[src/rtl/renorm_pkg.sv]
// Shared defaults and types for the renormalizer.
// Assumes: one accepted step needs at most RANGE_W-1 stream bits, fewer than one word.
package renorm_pkg;
    localparam int DEF_RANGE_W = 9;
    localparam int DEF_OFF_W   = 10;
    localparam int DEF_WORD_W  = 16;

    // Where the appended bits of one step come from
    typedef enum logic [1:0] {
        SRC_NONE  = 2'd0,
        SRC_NEAR  = 2'd1,
        SRC_SPLIT = 2'd2
    } bit_src_e;
endpackage

[src/rtl/renorm_shift_det.sv]
// Finds the left shift that puts a 1 in the top bit of the interval width.
// Assumes: the width is nonzero when used; a zero width yields a shift of 0.
module renorm_shift_det #(
    parameter int RANGE_W = renorm_pkg::DEF_RANGE_W,
    parameter int SH_W    = $clog2(RANGE_W)
) (
    input  logic [RANGE_W-1:0] width_i,
    output logic [SH_W-1:0]    shift_o
);
    // Priority search from the top bit for the first set position
    always_comb begin
        logic found;
        found   = 1'b0;
        shift_o = '0;
        for (int i = RANGE_W - 1; i >= 0; i--) begin
            if (!found && width_i[i]) begin
                shift_o = SH_W'(RANGE_W - 1 - i);
                found   = 1'b1;
            end
        end
    end
endmodule

[src/rtl/renorm_bit_window.sv]
// Picks the next 'need' stream bits from the near word, borrowing from the far word
// when the near word runs short, and gives the near-word index after the step.
// Assumes: need < WORD_W, BITS_W <= WORD_W, near index <= WORD_W.
module renorm_bit_window
    import renorm_pkg::*;
#(
    parameter int WORD_W = renorm_pkg::DEF_WORD_W,
    parameter int BITS_W = renorm_pkg::DEF_RANGE_W,
    parameter int IDX_W  = $clog2(WORD_W + 1),
    parameter int SH_W   = 4
) (
    input  logic [WORD_W-1:0] near_i,
    input  logic [IDX_W-1:0]  near_idx_i,
    input  logic [WORD_W-1:0] far_i,
    input  logic [SH_W-1:0]   need_i,
    output logic [BITS_W-1:0] bits_o,
    output logic              borrow_o,
    output logic [IDX_W-1:0]  idx_next_o
);
    localparam logic [IDX_W-1:0] FULL_IDX = IDX_W'(WORD_W);

    bit_src_e          src;
    logic [IDX_W-1:0]  need;
    logic [IDX_W-1:0]  from_far;
    logic [WORD_W-1:0] near_rem;
    logic [WORD_W-1:0] need_mask;
    logic [WORD_W-1:0] wide_bits;

    // Classify the step: nothing to take, near word only, or split across both words
    always_comb begin
        need = IDX_W'(need_i);
        if (need == '0)              src = SRC_NONE;
        else if (need <= near_idx_i) src = SRC_NEAR;
        else                         src = SRC_SPLIT;
    end

    // Unread near-word bits and a mask of the requested count
    always_comb begin
        near_rem  = near_i & ~({WORD_W{1'b1}} << near_idx_i);
        need_mask = ~({WORD_W{1'b1}} << need);
        from_far  = need - near_idx_i;
    end

    // Gather the bits and the index that follows this step
    always_comb begin
        unique case (src)
            SRC_NEAR: begin
                wide_bits  = (near_rem >> (near_idx_i - need)) & need_mask;
                idx_next_o = near_idx_i - need;
            end
            SRC_SPLIT: begin
                wide_bits  = (near_rem << from_far) | (far_i >> (FULL_IDX - from_far));
                idx_next_o = FULL_IDX - from_far;
            end
            default: begin
                wide_bits  = '0;
                idx_next_o = near_idx_i;
            end
        endcase
        bits_o   = wide_bits[BITS_W-1:0];
        borrow_o = (src == SRC_SPLIT);
    end
endmodule

[src/rtl/renorm_prefetch_regs.sv]
// Holds the near word, its unread-bit index, and the far word with its fill flag.
// Runs the refill handshake: a level request while the far word is empty, a one-cycle ack.
// Assumes: a borrow is only committed while the far word is full.
module renorm_prefetch_regs #(
    parameter int WORD_W = renorm_pkg::DEF_WORD_W,
    parameter int IDX_W  = $clog2(WORD_W + 1)
) (
    input  logic              clk,
    input  logic              rst_n,
    input  logic              step_i,
    input  logic              borrow_i,
    input  logic [IDX_W-1:0]  idx_next_i,
    input  logic              ack_i,
    input  logic [WORD_W-1:0] word_i,
    output logic [WORD_W-1:0] near_o,
    output logic [IDX_W-1:0]  near_idx_o,
    output logic [WORD_W-1:0] far_o,
    output logic              far_full_o,
    output logic              req_o
);
    // Advance the read position, promote the far word on a borrow, and capture refills
    always_ff @(posedge clk) begin
        if (!rst_n) begin
            near_o     <= '0;
            near_idx_o <= '0;
            far_o      <= '0;
            far_full_o <= 1'b0;
        end else begin
            if (step_i) begin
                near_idx_o <= idx_next_i;
                if (borrow_i) begin
                    near_o     <= far_o;
                    far_full_o <= 1'b0;
                end
            end
            if (ack_i && !far_full_o) begin
                far_o      <= word_i;
                far_full_o <= 1'b1;
            end
        end
    end

    // Ask memory for a word whenever the far slot is empty
    always_comb req_o = !far_full_o;
endmodule

[src/rtl/renorm_prefetch.sv]
// Renormalizes the interval width and refills the code value from a two-word prefetch.
// The result is combinational in the cycle of acceptance; only prefetch state is registered.
// Assumes: range_in is nonzero whenever in_valid is high.
module renorm_prefetch #(
    parameter int RANGE_W = renorm_pkg::DEF_RANGE_W,
    parameter int OFF_W   = renorm_pkg::DEF_OFF_W,
    parameter int WORD_W  = renorm_pkg::DEF_WORD_W,
    parameter int SH_W    = $clog2(RANGE_W)
) (
    input  logic               clk,
    input  logic               rst_n,
    input  logic               in_valid,
    input  logic [RANGE_W-1:0] range_in,
    input  logic [OFF_W-1:0]   offset_in,
    output logic               ready,
    output logic [RANGE_W-1:0] range_out,
    output logic [OFF_W-1:0]   offset_out,
    output logic [SH_W-1:0]    shift_cnt,
    output logic               borrow,
    output logic               mem_req,
    input  logic               mem_ack,
    input  logic [WORD_W-1:0]  mem_word
);
    localparam int IDX_W = $clog2(WORD_W + 1);

    logic [SH_W-1:0]    shift;
    logic [RANGE_W-1:0] new_bits;
    logic               need_borrow;
    logic [IDX_W-1:0]   idx_next;
    logic [WORD_W-1:0]  near_word;
    logic [IDX_W-1:0]   near_idx;
    logic [WORD_W-1:0]  far_word;
    logic               far_full;
    logic               step;

    renorm_shift_det #(.RANGE_W(RANGE_W), .SH_W(SH_W)) u_shift (
        .width_i (range_in),
        .shift_o (shift)
    );

    renorm_bit_window #(.WORD_W(WORD_W), .BITS_W(RANGE_W), .IDX_W(IDX_W), .SH_W(SH_W)) u_window (
        .near_i     (near_word),
        .near_idx_i (near_idx),
        .far_i      (far_word),
        .need_i     (shift),
        .bits_o     (new_bits),
        .borrow_o   (need_borrow),
        .idx_next_o (idx_next)
    );

    renorm_prefetch_regs #(.WORD_W(WORD_W), .IDX_W(IDX_W)) u_regs (
        .clk        (clk),
        .rst_n      (rst_n),
        .step_i     (step),
        .borrow_i   (need_borrow),
        .idx_next_i (idx_next),
        .ack_i      (mem_ack),
        .word_i     (mem_word),
        .near_o     (near_word),
        .near_idx_o (near_idx),
        .far_o      (far_word),
        .far_full_o (far_full),
        .req_o      (mem_req)
    );

    // Accept unless a borrow is needed from an empty far word
    always_comb begin
        ready = !(need_borrow && !far_full);
        step  = in_valid && ready;
    end

    // Shift the width and the code value, appending the gathered stream bits
    always_comb begin
        shift_cnt  = shift;
        range_out  = range_in << shift;
        offset_out = (offset_in << shift) | OFF_W'(new_bits);
        borrow     = step && need_borrow;
    end
endmodule

[config.mk]
export PLATFORM = sky130hd
export DESIGN_NAME = renorm_prefetch
export DESIGN_NICKNAME = d
export VERILOG_FILES = /design/src/rtl/renorm_pkg.sv /design/src/rtl/renorm_shift_det.sv /design/src/rtl/renorm_bit_window.sv /design/src/rtl/renorm_prefetch_regs.sv /design/src/rtl/renorm_prefetch.sv
export SDC_FILE = /design/constraint.sdc
export NUM_CORES = 1
export LEC_CHECK = 0
export BUFFER_PORTS_ARGS = -buffer_cell sky130_fd_sc_hd__buf_2
export CORE_ASPECT_RATIO = 2
export CORE_UTILIZATION = 50
export CTS_CLUSTER_DIAMETER = 200
export DETAILED_ROUTE_END_ITERATION = 10
export PLACE_DENSITY = 0.85
export SYNTH_ARGS = -nofsm -noshare
export SYNTH_HDL_FRONTEND = slang
export SYNTH_SLANG_ARGS = --single-unit
[constraint.sdc]
create_clock -name clk -period 4.9 [get_ports clk]
set_clock_uncertainty 0.2 [all_clocks]
set_input_delay 0.245 -clock clk [delete_from_list [all_inputs] [get_ports clk]]
set_output_delay 0.245 -clock clk [all_outputs]
set_load 0.05 [all_outputs]
==> results of run 1 <==
-- synthesized netlist by cell type, types with 5 or more instances --
| master | number |
|---|---|
| sky130_fd_sc_hd__nand2b_1 | 7 |
| sky130_fd_sc_hd__and3_1 | 6 |
| sky130_fd_sc_hd__mux4_2 | 11 |
| sky130_fd_sc_hd__inv_1 | 11 |
| sky130_fd_sc_hd__o32ai_1 | 5 |
| sky130_fd_sc_hd__clkbuf_1 | 42 |
| sky130_fd_sc_hd__a21oi_1 | 35 |
| sky130_fd_sc_hd__xor2_1 | 5 |
| sky130_fd_sc_hd__a2111oi_0 | 5 |
| sky130_fd_sc_hd__a211oi_1 | 8 |
| sky130_fd_sc_hd__a21boi_0 | 33 |
| sky130_fd_sc_hd__xnor2_1 | 6 |
| sky130_fd_sc_hd__o21ai_0 | 25 |
| sky130_fd_sc_hd__mux2_2 | 10 |
| sky130_fd_sc_hd__nor2b_1 | 9 |
| sky130_fd_sc_hd__nor2_1 | 41 |
| sky130_fd_sc_hd__nor3_1 | 14 |
| sky130_fd_sc_hd__o21a_1 | 5 |
| sky130_fd_sc_hd__ha_1 | 10 |
| sky130_fd_sc_hd__nand3_1 | 12 |
| sky130_fd_sc_hd__mux2i_1 | 22 |
| sky130_fd_sc_hd__dfxtp_1 | 38 |
| sky130_fd_sc_hd__nand2_1 | 123 |
| sky130_fd_sc_hd__o211ai_1 | 20 |
| sky130_fd_sc_hd__o311ai_0 | 5 |
-- metrics by stage --
stage / cells / area, um2
floorplan: 612 / 4470
CTS: 764 / 5090
finish: 764 / 5100
global placement: 756 / 4930
global route: 764 / 5100
detailed placement: 756 / 4930
-- worst paths after layout --
check | end | slack [ns]
setup / recovery | offset_out[4] | 0.35
hold reg to reg | u_regs.near_o[15] | 0.28
setup reg to reg | u_regs.near_o[10] | 1.34
hold / removal | u_regs.far_o[6] | 0.007
-- metal layers --
layer	share of wire, %	GRT usage [%]	up-vias
li1	-	-	2375
met4	9.0	31.4	0
met2	51	62.4	293
met5	0	0	-
met1	33	35.2	2408
met3	7.6	13.7	102
-- final cells by class --
class                   count  area [um2]
inverters                  15        56.3
multi-input cells         511        3480
clock inverters             2        12.5
fillers                   837        3540
flip-flops and latches     38         761
clock buffers               6         139
well taps                 100         125
repair buffers             92         531
-- flip-flops by register name, summed over array words and instances (netlist names) --
name and cells:
u_regs.far_full_o 1, u_regs.far_o 16, u_regs.near_idx_o 5, u_regs.near_o 16
-- power by group through the flow --
stage / logic [uW] / clock network, uW / registers [uW]
final: 1110 / 323 / 366
after global routing: 1200 / 339 / 368
after CTS: 1070 / 324 / 363
after detailed placement: 1070 / 0 / 370
after global placement: 1050 / 0 / 369
after floorplan: 800 / 0 / 343
-- cell families after synthesis --
group	count (synthesis)	synth area share, %
simple gates	244	25.6
compound gates	199	32.2
buf+inv	63	5.55
mux	45	13.7
flops	38	17.1
fa+ha+maj	12	3.70
xor+xnor	11	2.16
-- critical path, delay by kind of cell --
family	cells	cell delay (ns)
AOI/OAI and AO/OA	2	0.57
adders and majority gates	1	0.37
and+or+nand+nor	6	2.27
buffers and inverters	3	0.64
-- timing repair --
item                                    4_1_cts  5_1_grt
hold endpoints to repair                      0        0
endpoints found under the setup margin        0        8
gates resized for setup                       0        4
==> run_summary.xml, run 1 <==
<?xml version="1.0" encoding="UTF-8"?>
<metrics>
  <group name="power_and_ir_drop">
    <metric name="power.combinational.fraction" unit="%">61.7</metric>
    <metric name="power_density" unit="mW/mm2">353</metric>
    <metric name="power.internal" unit="uW">934</metric>
    <metric name="seq_power_share" unit="%">20.3</metric>
    <metric name="clockPowerShare" unit="%">17.9</metric>
    <metric name="vdd_ir_drop_max" unit="uV">317</metric>
    <metric name="fraction_of_power_spent_switching_nets" unit="%">48.1</metric>
    <metric name="leakage" unit="uW">0.00200</metric>
    <metric name="design_power_total" unit="uW">1800</metric>
    <metric name="p_sw" unit="uW">866</metric>
  </group>
  <group name="setup_path">
    <metric name="count_of_cells_along_the_worst_register_to_register_path" unit="">8</metric>
    <metric name="cp_data_arrival_time" unit="ns">4.11</metric>
    <metric name="critical-path-top-cell-by-count" unit="">sky130_fd_sc_hd__buf_2</metric>
    <metric name="cp_slowest_cell" unit="">sky130_fd_sc_hd__or4b_1</metric>
    <metric name="crit_type" unit="">primary input to output port</metric>
    <metric name="reg2reg_from" unit="">u_regs.near_idx_o[2]</metric>
    <metric name="worst-path-max-fanout" unit="">9</metric>
    <metric name="timing.critical_path.cells" unit="">buf_2 -&gt; or4_1 -&gt; nand2_2 -&gt; ha_1 -&gt; and3b_1 -&gt; o21a_1 -&gt; o21ai_0 -&gt; nor3b_2 -&gt; buf_4 -&gt; or4b_1 -&gt; nand4_1 -&gt; buf_2</metric>
    <metric name="max_stage_delay" unit="ns">0.61</metric>
    <metric name="timing.critical_path.required" unit="ns">4.45</metric>
    <metric name="timing.critical_path.from" unit="">range_in[3]</metric>
    <metric name="setup.worst_path.end_class" unit="">output port</metric>
    <metric name="timing.critical_path.from_type" unit="">primary input</metric>
  </group>
  <group name="cts">
    <metric name="cts_tree" unit="">built</metric>
    <metric name="cts.root.buffer_cell" unit="">sky130_fd_sc_hd__clkbuf_16</metric>
    <metric name="path_clk_slew" unit="ns">0.06</metric>
    <metric name="clock_tree_sinks" unit="">38</metric>
    <metric name="post-cts-setup-buffers" unit="">0</metric>
    <metric name="clock_tree.htree_level_count" unit="">2</metric>
    <metric name="cts-hold-fix-buffers" unit="">0</metric>
    <metric name="cts_buf_count" unit="">5</metric>
    <metric name="clock_latency" unit="ns">0.28</metric>
    <metric name="cts.path.max_buffers" unit="">2</metric>
  </group>
  <group name="synthesis">
    <metric name="synth_top_area_cell" unit="">sky130_fd_sc_hd__dfxtp_1</metric>
    <metric name="synthesis.instances" unit="">612</metric>
    <metric name="post_synth_instance_area" unit="mm2">0.00446</metric>
    <metric name="synth_nets" unit="">663</metric>
    <metric name="synth.ff_latch_count" unit="">38</metric>
    <metric name="ys_warn_count" unit="">0</metric>
    <metric name="asyncSetResetFlopFracSynth" unit="%">0</metric>
    <metric name="yosys_most_used_dff" unit="">sky130_fd_sc_hd__dfxtp_1</metric>
    <metric name="synth_edf_count" unit="">0</metric>
    <metric name="synth-seq-area-share" unit="%">17.1</metric>
    <metric name="proportion_of_netlist_area_held_by_the_largest_area_contributor" unit="%">17.1</metric>
    <metric name="yosys.cell_types.count" unit="">74</metric>
    <metric name="ys_top_cells_by_area" unit="">sky130_fd_sc_hd__dfxtp_1 17%, sky130_fd_sc_hd__nand2_1 10%, sky130_fd_sc_hd__a21boi_0 5.6%</metric>
    <metric name="post_synth.cell_area_avg" unit="um2">7.29</metric>
  </group>
  <group name="timing">
    <metric name="fmax" unit="MHz">220</metric>
    <metric name="worst_hold_slack" unit="ns">0.00666</metric>
    <metric name="setup_violations" unit="">0</metric>
    <metric name="layout_min_cycle_time" unit="ns">4.55</metric>
    <metric name="maxSlewHeadroom" unit="%">29.8</metric>
    <metric name="finalCritPeriodShare" unit="%">92.9</metric>
    <metric name="timing_max_transition_violations_final" unit="">0</metric>
    <metric name="setup-tns-final" unit="ns">0</metric>
    <metric name="grt_setup_unrepaired" unit="">false</metric>
    <metric name="setup_ws" unit="ns">0.347</metric>
    <metric name="report.final.hold_viol_count" unit="">0</metric>
    <metric name="tightestPinTransition" unit="ns">1.05</metric>
  </group>
  <group name="routing">
    <metric name="num_vias" unit="">5178</metric>
    <metric name="drt-total-wl" unit="um">16300</metric>
    <metric name="viasPerCell" unit="">6.78</metric>
    <metric name="routedWlPerCell" unit="um">21.3</metric>
    <metric name="drtIter0Drc" unit="">468</metric>
    <metric name="ant_nets" unit="">0</metric>
    <metric name="detailedRoute.firstPassIterationCount" unit="">9</metric>
    <metric name="drcViolationCount" unit="">1</metric>
  </group>
  <group name="floorplan">
    <metric name="io_pins" unit="">65</metric>
    <metric name="core" unit="mm2">0.00865</metric>
    <metric name="floorplan.die.width" unit="um">68.8</metric>
    <metric name="initial_core_util" unit="%">51.6</metric>
    <metric name="num_rows" unit="">48</metric>
    <metric name="design.die.area" unit="mm2">0.00933</metric>
    <metric name="die_h" unit="um">136</metric>
  </group>
  <group name="min_path">
    <metric name="hold_start" unit="">mem_word[6]</metric>
    <metric name="holdPathStages" unit="">3</metric>
    <metric name="worst_hold_path_type" unit="">primary input to flip-flop</metric>
  </group>
  <group name="final_layout">
    <metric name="mostFrequentLayoutCell" unit="">sky130_fd_sc_hd__nand2_1</metric>
    <metric name="share_of_post_route_cells_with_drive_strength_above_1" unit="%">21.8</metric>
    <metric name="postLayoutCoreUtil" unit="%">59.0</metric>
    <metric name="final_net_count" unit="">714</metric>
    <metric name="syn2layout_area_growth" unit="%">14.4</metric>
    <metric name="n_antenna_cell" unit="">0</metric>
    <metric name="most-common-layout-cells" unit="">122 x sky130_fd_sc_hd__nand2_1, 64 x sky130_fd_sc_hd__buf_2, 41 x sky130_fd_sc_hd__nor2_1, 38 x sky130_fd_sc_hd__dfxtp_1, 35 x sky130_fd_sc_hd__a21oi_1</metric>
  </group>
  <group name="grt">
    <metric name="grt_first_pass_wirelength" unit="um">26100</metric>
    <metric name="vias_in_the_first_global_route" unit="">5058</metric>
    <metric name="global_route.usage.total" unit="%">37.8</metric>
    <metric name="largest_net_degree_at_the_start_of_global_routing" unit="">39</metric>
    <metric name="antenna_violations_before_repair" unit="">0</metric>
    <metric name="overflow" unit="">0</metric>
  </group>
  <group name="placement">
    <metric name="routability_congestion_estimate" unit="">1.09</metric>
    <metric name="dp_worst_setup_slack" unit="ns">0.259</metric>
    <metric name="detailed_place_hpwl" unit="um">12600</metric>
    <metric name="placement.io_buffers" unit="">64</metric>
  </group>
  <group name="outcome">
    <metric name="status" unit="">finished, violations left</metric>
    <metric name="failed_checks" unit="">DRC</metric>
  </group>
  <group name="flow_run">
    <metric name="max_cap_viol_count" unit="">0</metric>
  </group>
</metrics>
Power figures use the tool's default switching activity.
==> inputs of run 2 (changes only) <==
- PLACE_DENSITY: 0.85 -> 0.84
- SYNTH_HIERARCHICAL: default -> 1
==> run 2 against run 1 <==
Compared with the run above: the flow now finishes without violations; sequential power grew 14%; critical path depth up 3; clock-buffer cell count did not move; synthesized area is 9.5% higher; hold slack better by 0.00078 ns.
==> run_summary.xml, run 2 <==
<?xml version="1.0" encoding="UTF-8"?>
<metrics>
  <group name="cts">
    <metric name="cts_buf_count" unit="">5</metric>
    <metric name="cts.root.buffer_cell" unit="">sky130_fd_sc_hd__clkbuf_16</metric>
    <metric name="cts.path.max_buffers" unit="">2</metric>
    <metric name="cts_tree" unit="">built</metric>
    <metric name="clock_tree_sinks" unit="">38</metric>
    <metric name="cts-hold-fix-buffers" unit="">0</metric>
    <metric name="clock_latency" unit="ns">0.28</metric>
    <metric name="post-cts-setup-buffers" unit="">0</metric>
    <metric name="post_cts_resized" unit="">0</metric>
    <metric name="path_clk_slew" unit="ns">0.06</metric>
    <metric name="clock_tree.htree_level_count" unit="">2</metric>
  </group>
  <group name="grt">
    <metric name="met2_usage" unit="%">61.5</metric>
    <metric name="grt_first_pass_wirelength" unit="um">24900</metric>
    <metric name="overflow" unit="">0</metric>
    <metric name="layer_carrying_the_most_global_route_usage" unit="">met2</metric>
    <metric name="use_met3" unit="%">1.70</metric>
    <metric name="grt.met1_usage" unit="%">29.1</metric>
    <metric name="largest_net_degree_at_the_start_of_global_routing" unit="">55</metric>
    <metric name="global_route.usage.total" unit="%">31.5</metric>
    <metric name="antenna_violations_before_repair" unit="">0</metric>
    <metric name="vias_in_the_first_global_route" unit="">4924</metric>
  </group>
  <group name="setup_path">
    <metric name="count_of_cells_along_the_worst_register_to_register_path" unit="">9</metric>
    <metric name="max_stage_delay" unit="ns">0.65</metric>
    <metric name="timing.critical_path.from_type" unit="">flip-flop</metric>
    <metric name="reg2reg_from" unit="">u_regs/near_idx_o[3]</metric>
    <metric name="ff2ff_setup_slack" unit="ns">1.37</metric>
    <metric name="timing.critical_path.cells" unit="">ha_1 -&gt; inv_1 -&gt; fa_1 -&gt; inv_1 -&gt; ha_1 -&gt; buf_4 -&gt; mux2_2 -&gt; nor2_1 -&gt; a21oi_1 -&gt; nand2_1 -&gt; a21oi_1 -&gt; o21ai_0 -&gt; nand3_1 -&gt; a221o_1 -&gt; buf_2</metric>
    <metric name="cp_slowest_cell" unit="">sky130_fd_sc_hd__dfxtp_1</metric>
    <metric name="worst_r2r_endpoint" unit="">u_regs/near_o[2]</metric>
    <metric name="timing.critical_path.required" unit="ns">4.45</metric>
    <metric name="worst-path-max-fanout" unit="">16</metric>
    <metric name="cp.depth" unit="">15</metric>
    <metric name="dominant_delay_contributor_by_cell_family_on_the_critical_path" unit="">adder cells</metric>
    <metric name="crit_type" unit="">flip-flop to output port</metric>
    <metric name="critical_path_buf_inv_count" unit="">4</metric>
    <metric name="setup.worst_path.end_class" unit="">output port</metric>
    <metric name="cp_data_arrival_time" unit="ns">4.11</metric>
  </group>
  <group name="routing">
    <metric name="drtIter0Drc" unit="">327</metric>
    <metric name="viasPerCell" unit="">6.29</metric>
    <metric name="ant_nets" unit="">0</metric>
    <metric name="drcViolationCount" unit="">0</metric>
    <metric name="drt-total-wl" unit="um">16100</metric>
    <metric name="num_vias" unit="">5134</metric>
    <metric name="routedWlPerCell" unit="um">19.8</metric>
    <metric name="detailedRoute.firstPassIterationCount" unit="">5</metric>
  </group>
  <group name="synthesis">
    <metric name="post_synth_mux_area_share" unit="%">22.6</metric>
    <metric name="synth_commonest_cells" unit="">100 x sky130_fd_sc_hd__nand2_1, 76 x sky130_fd_sc_hd__mux2i_1, 40 x sky130_fd_sc_hd__nor2_1, 38 x sky130_fd_sc_hd__dfxtp_1, 38 x sky130_fd_sc_hd__o21ai_0</metric>
    <metric name="synth_edf_count" unit="">0</metric>
    <metric name="synth_top_area_cell" unit="">sky130_fd_sc_hd__dfxtp_1</metric>
    <metric name="synth_nets" unit="">687</metric>
    <metric name="adder_cell_area_share_of_the_yosys_netlist" unit="%">3.13</metric>
    <metric name="ys_warn_count" unit="">6</metric>
    <metric name="synth-compound-area-share" unit="%">23.0</metric>
    <metric name="yosys.cell_types.count" unit="">80</metric>
    <metric name="synthesis.instances" unit="">637</metric>
    <metric name="synth-seq-area-share" unit="%">15.6</metric>
    <metric name="ys_top_cells_by_area" unit="">sky130_fd_sc_hd__dfxtp_1 16%, sky130_fd_sc_hd__mux2i_1 16%, sky130_fd_sc_hd__nand2_1 7.7%</metric>
    <metric name="yosys_most_used_dff" unit="">sky130_fd_sc_hd__dfxtp_1</metric>
    <metric name="synth.ff_latch_count" unit="">38</metric>
    <metric name="synth_top_family_by_area" unit="">simple AND/OR/NAND/NOR gates</metric>
    <metric name="proportion_of_netlist_area_held_by_the_largest_area_contributor" unit="%">15.6</metric>
    <metric name="post_synth.cell_area_avg" unit="um2">7.66</metric>
    <metric name="post_synth_instance_area" unit="mm2">0.00488</metric>
    <metric name="asyncSetResetFlopFracSynth" unit="%">0</metric>
    <metric name="synth_xor_xnor_area_share" unit="%">4.13</metric>
    <metric name="synth.most_common_cell" unit="">sky130_fd_sc_hd__nand2_1</metric>
    <metric name="synth_simple_gate_area_share" unit="%">23.3</metric>
  </group>
  <group name="timing">
    <metric name="grt_setup_unrepaired" unit="">false</metric>
    <metric name="maxSlewHeadroom" unit="%">27.9</metric>
    <metric name="fmax" unit="MHz">219</metric>
    <metric name="finalCritPeriodShare" unit="%">93.1</metric>
    <metric name="timing_max_transition_violations_final" unit="">0</metric>
    <metric name="layout_min_cycle_time" unit="ns">4.56</metric>
    <metric name="setup-tns-final" unit="ns">0</metric>
    <metric name="report.final.hold_viol_count" unit="">0</metric>
    <metric name="setup_violations" unit="">0</metric>
    <metric name="tightestPinTransition" unit="ns">1.08</metric>
    <metric name="worst_hold_slack" unit="ns">0.00744</metric>
  </group>
  <group name="final_layout">
    <metric name="fillers" unit="">892</metric>
    <metric name="mostFrequentLayoutCell" unit="">sky130_fd_sc_hd__nand2_1</metric>
    <metric name="most-common-layout-cells" unit="">100 x sky130_fd_sc_hd__nand2_1, 76 x sky130_fd_sc_hd__mux2i_1, 64 x sky130_fd_sc_hd__buf_2, 40 x sky130_fd_sc_hd__nor2_1, 38 x sky130_fd_sc_hd__dfxtp_1</metric>
    <metric name="syn2layout_area_growth" unit="%">11.2</metric>
    <metric name="share_of_post_route_cells_with_drive_strength_above_1" unit="%">21.4</metric>
    <metric name="postLayoutCoreUtil" unit="%">57.5</metric>
    <metric name="final_net_count" unit="">735</metric>
    <metric name="top_flop_regs" unit="">u_regs/far_o (16), u_regs/near_o (16), u_regs/near_idx_o (5)</metric>
    <metric name="fin_area" unit="mm2">0.00543</metric>
    <metric name="n_antenna_cell" unit="">0</metric>
  </group>
  <group name="outcome">
    <metric name="status" unit="">finished clean</metric>
  </group>
  <group name="power_and_ir_drop">
    <metric name="vdd_ir_drop_max" unit="uV">304</metric>
    <metric name="power_density" unit="mW/mm2">625</metric>
    <metric name="leakage" unit="uW">0.00218</metric>
  </group>
  <group name="floorplan">
    <metric name="die_h" unit="um">142</metric>
    <metric name="core" unit="mm2">0.00945</metric>
    <metric name="io_pins" unit="">65</metric>
    <metric name="initial_core_util" unit="%">51.7</metric>
    <metric name="num_rows" unit="">50</metric>
    <metric name="floorplan.die.width" unit="um">71.9</metric>
    <metric name="design.die.area" unit="mm2">0.0102</metric>
  </group>
  <group name="placement">
    <metric name="placement.io_buffers" unit="">64</metric>
    <metric name="routability_congestion_estimate" unit="">1.01</metric>
    <metric name="detailed_place_hpwl" unit="um">13100</metric>
    <metric name="postPlaceCellArea" unit="mm2">0.00529</metric>
  </group>
  <group name="flow_run">
    <metric name="max_cap_viol_count" unit="">0</metric>
  </group>
  <group name="min_path">
    <metric name="holdPathEnd" unit="">u_regs/far_o[8]</metric>
    <metric name="holdPathStages" unit="">3</metric>
    <metric name="hold_start" unit="">mem_word[8]</metric>
    <metric name="worst_hold_path_type" unit="">primary input to flip-flop</metric>
  </group>
</metrics>
run 2: cell count changes after synthesis, moves of 11 or more:
cell / change
sky130_fd_sc_hd__buf_2: +15
sky130_fd_sc_hd__clkbuf_1: -28
sky130_fd_sc_hd__o21ai_0: +13
sky130_fd_sc_hd__nand2_1: -23
sky130_fd_sc_hd__mux2i_1: +54
sky130_fd_sc_hd__inv_1: +11
sky130_fd_sc_hd__a21boi_0: -30
run 2: tightest hold or removal path, stage by stage:
cell and delay (ns):
sky130_fd_sc_hd__buf_2 0.10, sky130_fd_sc_hd__nand2_1 0.04, sky130_fd_sc_hd__mux2i_1 0.05
run 2: kinds of logic after synthesis:
family          after synthesis
mux                          99
compound gates              163
simple gates                237
fa+ha+maj                    11
flops                        38
xor+xnor                     16
buf+inv                      73
run 2: final cells by class:
cell class | count | area, um2 | share of cell area [%]
clock buffer | 6 | 129 | 2.37
clock inverter | 2 | 13.8 | 0.254
inverter | 24 | 91.3 | 1.68
multi-input combinational | 526 | 3760 | 69.2
sequential | 38 | 761 | 14.0
tap | 130 | 163 | 3.00
timing repair buffer | 90 | 515 | 9.50
run 2: stage by stage:
step                      total power, uW  std cells  setup WS (ns)
final                                3400        816          0.340
after global placement               3030        808          0.437
after floorplan                      2290        637          0.167
after global routing                 3610        816          0.135
after CTS                            3360        816          0.366
after detailed placement             3040        808          0.399
run 2: per-layer routing:
| layer | wire length (um) | part of all wire, % |
|---|---|---|
| met1 | 5440 | 34 |
| met2 | 8880 | 55 |
| met3 | 581 | 3.6 |
| met4 | 1240 | 7.7 |
| met5 | 0 | 0 |
run 2: power by group:
group / internal (uW) / total [uW] / switching, uW
clock network: 188 / 306 / 118
registers: 344 / 419 / 75.2
logic: 971 / 2670 / 1700
total: 1500 / 3400 / 1890
run 2: worst max-delay path by stage:
| stage | startpoint | to | slack, ns |
|---|---|---|---|
| after CTS | u_regs/near_idx_o[0] | offset_out[2] | 0.37 |
| after global placement | range_in[5] | offset_out[2] | 0.44 |
| after floorplan | range_in[6] | offset_out[7] | 0.17 |
| after global routing | u_regs/near_idx_o[0] | offset_out[8] | 0.13 |
| final | u_regs/near_idx_o[0] | offset_out[4] | 0.34 |
| after detailed placement | range_in[5] | offset_out[2] | 0.40 |
